### config.mk
export PLATFORM = sky130hd
export DESIGN_NAME = gpio_port_ctrl
export DESIGN_NICKNAME = d
export VERILOG_FILES = /design/src/rtl/gpio_port_pkg.sv /design/src/rtl/gpio_sync.sv /design/src/rtl/gpio_addr_dec.sv /design/src/rtl/gpio_pin_drive.sv /design/src/rtl/gpio_port_ctrl.sv
export SDC_FILE = /design/constraint.sdc
export NUM_CORES = 1
export LEC_CHECK = 0
export BUFFER_PORTS_ARGS = -buffer_cell sky130_fd_sc_hd__buf_2
export CAP_MARGIN = 20
export CORE_UTILIZATION = 35
export CTS_CLUSTER_SIZE = 28
export DETAILED_ROUTE_END_ITERATION = 12
export PLACE_DENSITY = 0.67
export SLEW_MARGIN = 20
export SYNTH_ARGS = -nofsm -noshare
export SYNTH_HDL_FRONTEND = slang
export SYNTH_HIERARCHICAL = 1
export SYNTH_SLANG_ARGS = --single-unit
### constraint.sdc
create_clock -name clk -period 1.75 [get_ports clk]
set_clock_uncertainty 0.15 [all_clocks]
set_input_delay 0.2625 -clock clk [delete_from_list [all_inputs] [get_ports clk]]
set_output_delay 0.2625 -clock clk [all_outputs]
set_load 0.05 [all_outputs]
### src/rtl/gpio_port_pkg.sv
package gpio_port_pkg;

    typedef enum logic [1:0] {
        ST_IDLE = 2'd0,
        ST_READ = 2'd1,
        ST_RMW  = 2'd2
    } acc_state_e;

    localparam logic [7:0] PORT_DATA_BASE = 8'h80;
    localparam logic [7:0] PORT_DATA_STEP = 8'h10;
    localparam logic [7:0] PULL_CFG_BASE  = 8'hB2;

    function automatic logic [7:0] port_data_addr(input int k);
        return PORT_DATA_BASE + PORT_DATA_STEP * 8'(k);
    endfunction

    function automatic logic [7:0] port_pull_addr(input int k);
        return PULL_CFG_BASE + 8'(k);
    endfunction

endpackage

### src/rtl/gpio_sync.sv
module gpio_sync #(
    parameter int   W       = 8,
    parameter logic RST_VAL = 1'b1
) (
    input  logic         clk,
    input  logic         rst_n,
    input  logic [W-1:0] d,
    output logic [W-1:0] q
);
    logic [W-1:0] meta_q;

    always_ff @(posedge clk or negedge rst_n) begin
        if (!rst_n) begin
            meta_q <= {W{RST_VAL}};
            q      <= {W{RST_VAL}};
        end else begin
            meta_q <= d;
            q      <= meta_q;
        end
    end
endmodule

### src/rtl/gpio_addr_dec.sv
module gpio_addr_dec
    import gpio_port_pkg::*;
#(
    parameter int NPORTS = 3,
    parameter int PW     = 8,
    parameter int PIDXW  = 2,
    parameter int BIDXW  = 3
) (
    input  logic [7:0]       sfr_addr,
    input  logic [7:0]       bit_addr,
    output logic             data_hit,
    output logic [PIDXW-1:0] data_port,
    output logic             pull_hit,
    output logic [PIDXW-1:0] pull_port,
    output logic             bit_hit,
    output logic [PIDXW-1:0] bit_port,
    output logic [BIDXW-1:0] bit_idx
);
    localparam logic [7:0] BIT_MASK = ~8'(PW - 1);

    always_comb begin
        data_hit  = 1'b0;
        data_port = '0;
        pull_hit  = 1'b0;
        pull_port = '0;
        bit_hit   = 1'b0;
        bit_port  = '0;
        bit_idx   = bit_addr[BIDXW-1:0];
        for (int k = 0; k < NPORTS; k++) begin
            if (sfr_addr == port_data_addr(k)) begin
                data_hit  = 1'b1;
                data_port = PIDXW'(k);
            end
            if (sfr_addr == port_pull_addr(k)) begin
                pull_hit  = 1'b1;
                pull_port = PIDXW'(k);
            end
            if ((bit_addr & BIT_MASK) == port_data_addr(k)) begin
                bit_hit  = 1'b1;
                bit_port = PIDXW'(k);
            end
        end
    end
endmodule

### src/rtl/gpio_pin_drive.sv
module gpio_pin_drive #(
    parameter int W = 24
) (
    input  logic [W-1:0] latch,
    input  logic [W-1:0] pull_off,
    input  logic [W-1:0] alt_en,
    input  logic [W-1:0] alt_oe,
    input  logic [W-1:0] alt_do,
    output logic [W-1:0] pad_oe,
    output logic [W-1:0] pad_do,
    output logic [W-1:0] pad_pu
);
    for (genvar i = 0; i < W; i++) begin : g_pin
        // GPIO: only a 0 is driven; a 1 releases the pin to the pull-up or to open drain
        assign pad_oe[i] = alt_en[i] ? alt_oe[i] : ~latch[i];
        assign pad_do[i] = alt_en[i] & alt_do[i];
        assign pad_pu[i] = ~pull_off[i] & (alt_en[i] ? ~alt_oe[i] : latch[i]);
    end
endmodule

### src/rtl/gpio_port_ctrl.sv
module gpio_port_ctrl
    import gpio_port_pkg::*;
#(
    parameter int NPORTS = 3,
    parameter int PW     = 8
) (
    input  logic                 clk,
    input  logic                 rst_n,
    input  logic [7:0]           sfr_addr,
    input  logic                 sfr_wr,
    input  logic                 sfr_rd,
    input  logic                 rd_from_pin,
    input  logic [PW-1:0]        sfr_wdata,
    output logic [PW-1:0]        sfr_rdata,
    output logic                 rd_valid,
    input  logic                 bit_wr,
    input  logic [7:0]           bit_addr,
    input  logic                 bit_val,
    output logic                 busy,
    input  logic [NPORTS*PW-1:0] alt_en,
    input  logic [NPORTS*PW-1:0] alt_oe,
    input  logic [NPORTS*PW-1:0] alt_do,
    input  logic [NPORTS*PW-1:0] pad_in,
    output logic [NPORTS*PW-1:0] pad_oe,
    output logic [NPORTS*PW-1:0] pad_do,
    output logic [NPORTS*PW-1:0] pad_pu
);
    localparam int TOT   = NPORTS * PW;
    localparam int PIDXW = (NPORTS > 1) ? $clog2(NPORTS) : 1;
    localparam int BIDXW = (PW > 1) ? $clog2(PW) : 1;

    acc_state_e state_q, state_d;

    logic [NPORTS-1:0][PW-1:0] latch_q;
    logic [NPORTS-1:0][PW-1:0] pull_off_q;
    logic [PIDXW-1:0]          rmw_port_q;
    logic [PW-1:0]             rmw_data_q;
    logic [PW-1:0]             rdata_q;

    logic [TOT-1:0]   pin_sync;
    logic [TOT-1:0]   latch_flat;
    logic [TOT-1:0]   pull_flat;
    logic             data_hit, pull_hit, bit_hit;
    logic [PIDXW-1:0] data_port, pull_port, bit_port;
    logic [BIDXW-1:0] bit_idx;
    logic             idle, take_wr, take_bit, take_rd;
    logic [PW-1:0]    rd_mux;
    logic [PW-1:0]    rmw_merge;

    gpio_sync #(.W(TOT), .RST_VAL(1'b1)) u_sync (
        .clk   (clk),
        .rst_n (rst_n),
        .d     (pad_in),
        .q     (pin_sync)
    );

    gpio_addr_dec #(
        .NPORTS (NPORTS),
        .PW     (PW),
        .PIDXW  (PIDXW),
        .BIDXW  (BIDXW)
    ) u_dec (
        .sfr_addr  (sfr_addr),
        .bit_addr  (bit_addr),
        .data_hit  (data_hit),
        .data_port (data_port),
        .pull_hit  (pull_hit),
        .pull_port (pull_port),
        .bit_hit   (bit_hit),
        .bit_port  (bit_port),
        .bit_idx   (bit_idx)
    );

    // Strobe acceptance: byte write > bit write > read, only in ST_IDLE
    assign idle     = (state_q == ST_IDLE);
    assign take_wr  = idle & sfr_wr;
    assign take_bit = idle & ~sfr_wr & bit_wr & bit_hit;
    assign take_rd  = idle & ~sfr_wr & ~bit_wr & sfr_rd;

    // State register
    always_ff @(posedge clk or negedge rst_n) begin
        if (!rst_n) begin
            state_q <= ST_IDLE;
        end else begin
            state_q <= state_d;
        end
    end

    // Next-state logic
    always_comb begin
        state_d = state_q;
        unique case (state_q)
            ST_IDLE: begin
                if (take_bit) begin
                    state_d = ST_RMW;
                end else if (take_rd) begin
                    state_d = ST_READ;
                end
            end
            ST_READ: state_d = ST_IDLE;
            ST_RMW:  state_d = ST_IDLE;
            default: state_d = ST_IDLE;
        endcase
    end

    // State outputs
    always_comb begin
        busy     = 1'b0;
        rd_valid = 1'b0;
        unique case (state_q)
            ST_IDLE: ;
            ST_READ: rd_valid = 1'b1;
            ST_RMW:  busy     = 1'b1;
            default: ;
        endcase
    end

    // Read source selection
    always_comb begin
        rd_mux = '0;
        for (int k = 0; k < NPORTS; k++) begin
            if (data_hit && data_port == PIDXW'(k)) begin
                rd_mux = rd_from_pin ? pin_sync[k*PW +: PW] : latch_q[k];
            end
            if (pull_hit && pull_port == PIDXW'(k)) begin
                rd_mux = pull_off_q[k];
            end
        end
    end

    // Bit merge always starts from the latch, never from the pad
    always_comb begin
        rmw_merge = '0;
        for (int k = 0; k < NPORTS; k++) begin
            if (bit_port == PIDXW'(k)) begin
                rmw_merge = latch_q[k];
            end
        end
        rmw_merge[bit_idx] = bit_val;
    end

    always_ff @(posedge clk or negedge rst_n) begin
        if (!rst_n) begin
            latch_q    <= '1;
            pull_off_q <= '0;
            rmw_port_q <= '0;
            rmw_data_q <= '0;
            rdata_q    <= '0;
        end else begin
            if (take_wr && data_hit) begin
                latch_q[data_port] <= sfr_wdata;
            end
            if (take_wr && pull_hit) begin
                pull_off_q[pull_port] <= sfr_wdata;
            end
            if (take_bit) begin
                rmw_port_q <= bit_port;
                rmw_data_q <= rmw_merge;
            end
            if (state_q == ST_RMW) begin
                latch_q[rmw_port_q] <= rmw_data_q;
            end
            if (take_rd) begin
                rdata_q <= rd_mux;
            end
        end
    end

    assign sfr_rdata  = rdata_q;
    assign latch_flat = latch_q;
    assign pull_flat  = pull_off_q;

    gpio_pin_drive #(.W(TOT)) u_drive (
        .latch    (latch_flat),
        .pull_off (pull_flat),
        .alt_en   (alt_en),
        .alt_oe   (alt_oe),
        .alt_do   (alt_do),
        .pad_oe   (pad_oe),
        .pad_do   (pad_do),
        .pad_pu   (pad_pu)
    );
endmodule

# Yosys cells after proc, flatten, opt, wreduce, memory -nomap -nowiden
# Index checks and enable logic that the tools add are counted.
# classes
n_addsub,0
n_mul,0
div,0
order_cmp,8
n_eq_ne,18
shifts,0
n_mux,94
bitwise,128
n_reduce_logical,16
# op_table
op,n
8-bit 2-to-1 mux,15
1-bit inverter,74
24-bit bitwise mux,3
1-bit 2-to-1 mux,63
1-bit bitwise AND,54
8-bit demux with 2-bit select,3
8-bit == test (second input constant),6
24-bit 2-to-1 mux,2
5-bit == test (second input constant),3
1-bit logical AND,12
2-bit 2-to-1 mux,6
2-bit by 3-bit < comparator with 1-bit output (second input constant),3
8-bit bitwise mux,1
2-bit by 1-bit == test with 1-bit output (second input constant),4
2-bit == test (second input constant),4
2-bit logical NOT,4
2-bit by 1-bit >= comparator with 1-bit output (second input constant),3
3-bit by 4-bit < comparator with 1-bit output (second input constant),1
1-bit demux with 3-bit select,1
3-bit by 1-bit >= comparator with 1-bit output (second input constant),1
3-bit by 1-bit inequality test with 1-bit output (second input constant),1
# totals
ff_bits,116
latch_bits,0
ram_bits,0
romBits,0
out_inout_bits,82
word_cells,276
n_memories,0

# Logic depth before layout (Yosys ltp)
# depth
word_depth,11
ltp_mapped,8

# Hierarchy
# Netlist, hierarchy kept.
# by_module_without_submodules
module,n_inst,cells_per_inst,area_each_um2
gpio_port_ctrl,1,351,3863.7
gpio_sync,1,48,1261.2
gpio_pin_drive,1,120,753.2
gpio_addr_dec,1,21,157.7

# Least setup slack after synthesis
# OpenSTA, ideal clock, no wires.
# synth_timing
kind,input port to flip-flop
start,input sfr_addr[6]
end,register rdata_q[7] (netlist: sfr_rdata[7])
t_arrival_ns,2.086
t_required_ns,1.462
path_slack_ns,-0.623
path_stages,7
cell_sequence,or3b_1 buf_2 nor4_2 nand3b_1 a32o_1 a221oi_1 o311ai_1
# synth_via
elab_chain_len,11
word_cells_on_any_way,34
cone_classes,eq/ne (10); mux (16); reduce/logical (8)
# synth_rtl
item,line_no,source
"start, declared",gpio_port_ctrl.sv:9,"input logic [7:0] sfr_addr,"
8-bit == test,gpio_addr_dec.sv:30,if (sfr_addr == port_data_addr(k)) begin
1-bit 2-to-1 mux,gpio_addr_dec.sv:30,
2-bit 2-to-1 mux *,gpio_addr_dec.sv:30,
via data_port[0],gpio_port_ctrl.sv:44,"logic [PIDXW-1:0] data_port, pull_port, bit_port;"
2-bit logical NOT,gpio_port_ctrl.sv:122,if (data_hit && data_port == PIDXW'(k)) begin
1-bit logical AND,gpio_port_ctrl.sv:122,
8-bit 2-to-1 mux,gpio_port_ctrl.sv:122,
8-bit 2-to-1 mux,gpio_port_ctrl.sv:125,if (pull_hit && pull_port == PIDXW'(k)) begin
8-bit 2-to-1 mux,gpio_port_ctrl.sv:122,
8-bit 2-to-1 mux,gpio_port_ctrl.sv:125,
8-bit 2-to-1 mux *,gpio_port_ctrl.sv:122,
8-bit 2-to-1 mux *,gpio_port_ctrl.sv:125,
"end signal, assigned",gpio_port_ctrl.sv:164,rdata_q <= rd_mux;
"end, declared",gpio_port_ctrl.sv:38,logic [PW-1:0] rdata_q;
# The timed path passes the listed nets; every way through them passes the cells marked *.
# A chain may end at the register's enable or synchronous reset.

# Final worst setup path
# layout_timing
start,input sfr_addr[3]
end,register rdata_q[6] (netlist: sfr_rdata[6])
# layout_via
word_cells_on_any_way,34
cone_classes,eq/ne (10); mux (16); reduce/logical (8)
# layout_lines
item,line_no
8-bit == test *,gpio_addr_dec.sv:30
2-bit 2-to-1 mux *,gpio_addr_dec.sv:30
via data_port[1],gpio_port_ctrl.sv:44
2-bit logical NOT,gpio_port_ctrl.sv:122
1-bit logical AND,gpio_port_ctrl.sv:122
8-bit 2-to-1 mux,gpio_port_ctrl.sv:122
8-bit 2-to-1 mux,gpio_port_ctrl.sv:125
8-bit 2-to-1 mux,gpio_port_ctrl.sv:122
8-bit 2-to-1 mux,gpio_port_ctrl.sv:125
8-bit 2-to-1 mux *,gpio_port_ctrl.sv:122
8-bit 2-to-1 mux *,gpio_port_ctrl.sv:125
# Marked as above.

==> results.toml <==
[synth]
synth_common_cells = "72 x dfstp_2, 70 x o21ai_0, 68 x nand2_1"
ys_types = 47
synth-warning-count = 6
synth-edff-count = 0
ys.flop_type = "dfstp_2"
syn_nets = 667
synthTopCellsByArea = "dfstp_2 31%, dfrtp_1 18%, mux2_2 7.8%"
yosysTopAreaCell = "dfstp_2"
netlist_area_sq_mm = 0.00604
yosysSeqAreaShare_pct = 49.6
synth_top_area_share_pct = 31.3
yosys.cell_count.top_type = "dfstp_2"
synthCells = 540
yosys_register_bits = 116
async_flop_share_pct = 100
syn_area_per_cell_sq_um = 11.2

[setup_path]
crit_arrival_ps = 2090
crit_path_end_kind = "flop"
timing.critical_path.from = "sfr_addr[3]"
crit_type = "input pin to flop"
r2r_start = "state_q[1]"
startpoint_type = "input pin"
required_ps = 1920
critPathMaxFanout = 8

[clock_tree]
cts.clk_slew.worst_paths_ps = 60
clock_path_buffers = 2
cts_max_level = 4
cts_buffers = 17
clkLatencyLatePin_ps = 430
cts_root_buf = "clkbuf_16"
cts_tree = "done"
cts_sinks = 116

[global_routing]
use_met3_pct = 4.53
grtUsageTotal_pct = 23.4
overflow = 0
grtUsageMet2_pct = 38.5
grt_antenna_before_repair = 0
grt_pass1_wl_mm = 31.2
grt_max_degree = 31
use_met1_pct = 30.1
busiest_layer = "met2"
grt_pass1_vias = 5670

[timing]
setup_viol = 61
hold_viol = 0
drv_slew = 0
relSlewSlack_pct = 72.0
max_freq_mhz = 521
worst-slew-pin-transition_ps = 419
fin_crit_sh_pct = 110
min_period_ps = 1920
rsz0062_at_grt = "true"
setup_ws_ps = -168

[place]
port_buffers = 208
hpwl_mm = 14.3
place.gp.congestion = 0.864

[floorplan]
start_util_pct = 36.1
core.rowCount = 47
die_area_sq_mm = 0.0178
core_sq_mm = 0.0167
die_w_um = 133
io-pin-count = 209
die_h_um = 133

[power_and_ir_drop]
p_sw_mw = 2.80
vdd_ir_drop_max_v = 0.000715
totalPowerFinal_mw = 8.85
clockPowerShare_pct = 39.9
seq_power_share_pct = 37.1
internal-power_mw = 6.06
combPwrFrac_pct = 23.0
p_per_area_mw_per_mm2 = 921
p_leak_nw = 4.48
p_sw_share_pct = 31.6

[final_layout]
postLayoutCoreUtil_pct = 57.6
drive_above_1_share_pct = 63.8
num_antenna_cells = 0
fin_nets = 984
area_growth_pct = 59.3

[routing]
vias_per_cell = 5.27
first_pass_iters = 5
antenna_left = 0
vias = 5747
drc = 0
routed_wl_mm = 20.5
routedWlPerCell_um = 18.8
drt-initial-drc-count = 404

[run_status]
violations = "negative setup slack"
status = "finished with violations"

[run]
max_cap_viol_count = 0

[worst_hold_path]
hp-class = "input pin to flop"
hold_start = "bit_wr"
==> layout by cell type, fill, tap and decap left out, types with 9 or more instances in the layout <==
cell type / n
and2_1: 22
buf_4: 55
dfrtp_1: 44
nor3b_2: 28
dfstp_2: 72
buf_6: 61
mux2i_1: 38
nand3b_1: 13
nand2_1: 65
nor2_2: 22
mux2_2: 34
o21ai_2: 10
dlygate4sd3_1: 26
o21ai_1: 54
buf_12: 9
buf_2: 165
clkbuf_16: 19
==> sequential cells by signal, indices dropped and copies added, names as in the netlist <==
register / count
u_sync/q: 24
u_sync/meta_q: 24
sfr_rdata: 8
rmw_data_q: 8
rmw_port_q: 2
latch_flat: 24
pull_flat: 24
state_q: 2
==> final cells by class <==
cell class	count	area [sq um]
multi-input combinational	397	3290
clock buffer	19	454
inverter	5	20.0
timing repair buffer	320	2440
sequential	116	2990
tap	220	275
fill	1377	7090
clock inverter	13	146
==> logic make-up (layout without fill, tap and decap cells) <==
logic type / count (synthesis) / after routing / share of synthesized area [%]
buffers and inverters: 27 / 357 / 2.47
AO/OA/AOI/OAI: 113 / 113 / 11.5
multiplexers: 83 / 83 / 14.6
flip-flops: 116 / 116 / 49.6
AND/OR/NAND/NOR: 201 / 201 / 21.8
==> metal layers <==
layer / vias up / wire length, um
li1: 2611 / -
met1: 2857 / 8600
met2: 241 / 10200
met3: 38 / 1160
met4: 0 / 498
met5: - / 0
==> worst max-delay path, stage by stage <==
cell and delay (ps):
buf_6 90, or3b_4 480, nor4b_4 350, buf_4 190
nand3b_1 180, nand2_4 160, o22ai_1 100, o311ai_1 270
==> what timing repair did <==
item	CTS	global route
gates resized for setup	134	80
endpoints found under the hold margin	90	0
buffers inserted	37	8
pin swaps	24	28
hold buffers	26	0
setup endpoints to repair	89	103
cloned	0	1
==> path summary, 6_finish.rpt <==
| path | to | slack [ps] | cells after the start |
|---|---|---|---|
| worst max-delay path | sfr_rdata[6] | -170 | 8 |
| worst min-delay path | state_q[1] | 30 | 3 |
| worst max register to register | latch_flat[15] | -50 | 6 |
| worst min register to register | u_sync/q[5] | 210 | 0 |
| max in group asynchronous | latch_flat[2] | 680 | 3 |
| min in group asynchronous | pull_flat[7] | 170 | 2 |
==> per-stage QoR <==
stage / setup slack, ps / hold WS [ps] / TNS (ps) / std cells / cell area (sq um)
final: -168 / 34.8 / -4850 / 1090 / 9610
after floorplan: -470 / -183 / -18730 / 540 / 6220
after global routing: -260 / 44.5 / -8730 / 1090 / 9610
after CTS: -179 / 50.5 / -6710 / 1085 / 9350
after detailed placement: -686 / 80.6 / -34190 / 991 / 7830
after global placement: -643 / 77.6 / -32270 / 991 / 7830
==> power by group through the flow <==
| stage | logic, mW | clock network [mW] | registers [mW] |
|---|---|---|---|
| after floorplan | 1.09 | 0 | 3.18 |
| after global routing | 2.16 | 3.71 | 3.30 |
| after CTS | 1.96 | 3.58 | 3.26 |
| after global placement | 1.55 | 0 | 3.32 |
| after detailed placement | 1.57 | 0 | 3.33 |
| final | 2.04 | 3.53 | 3.28 |
Note: power is estimated with default switching activity, not from simulation.
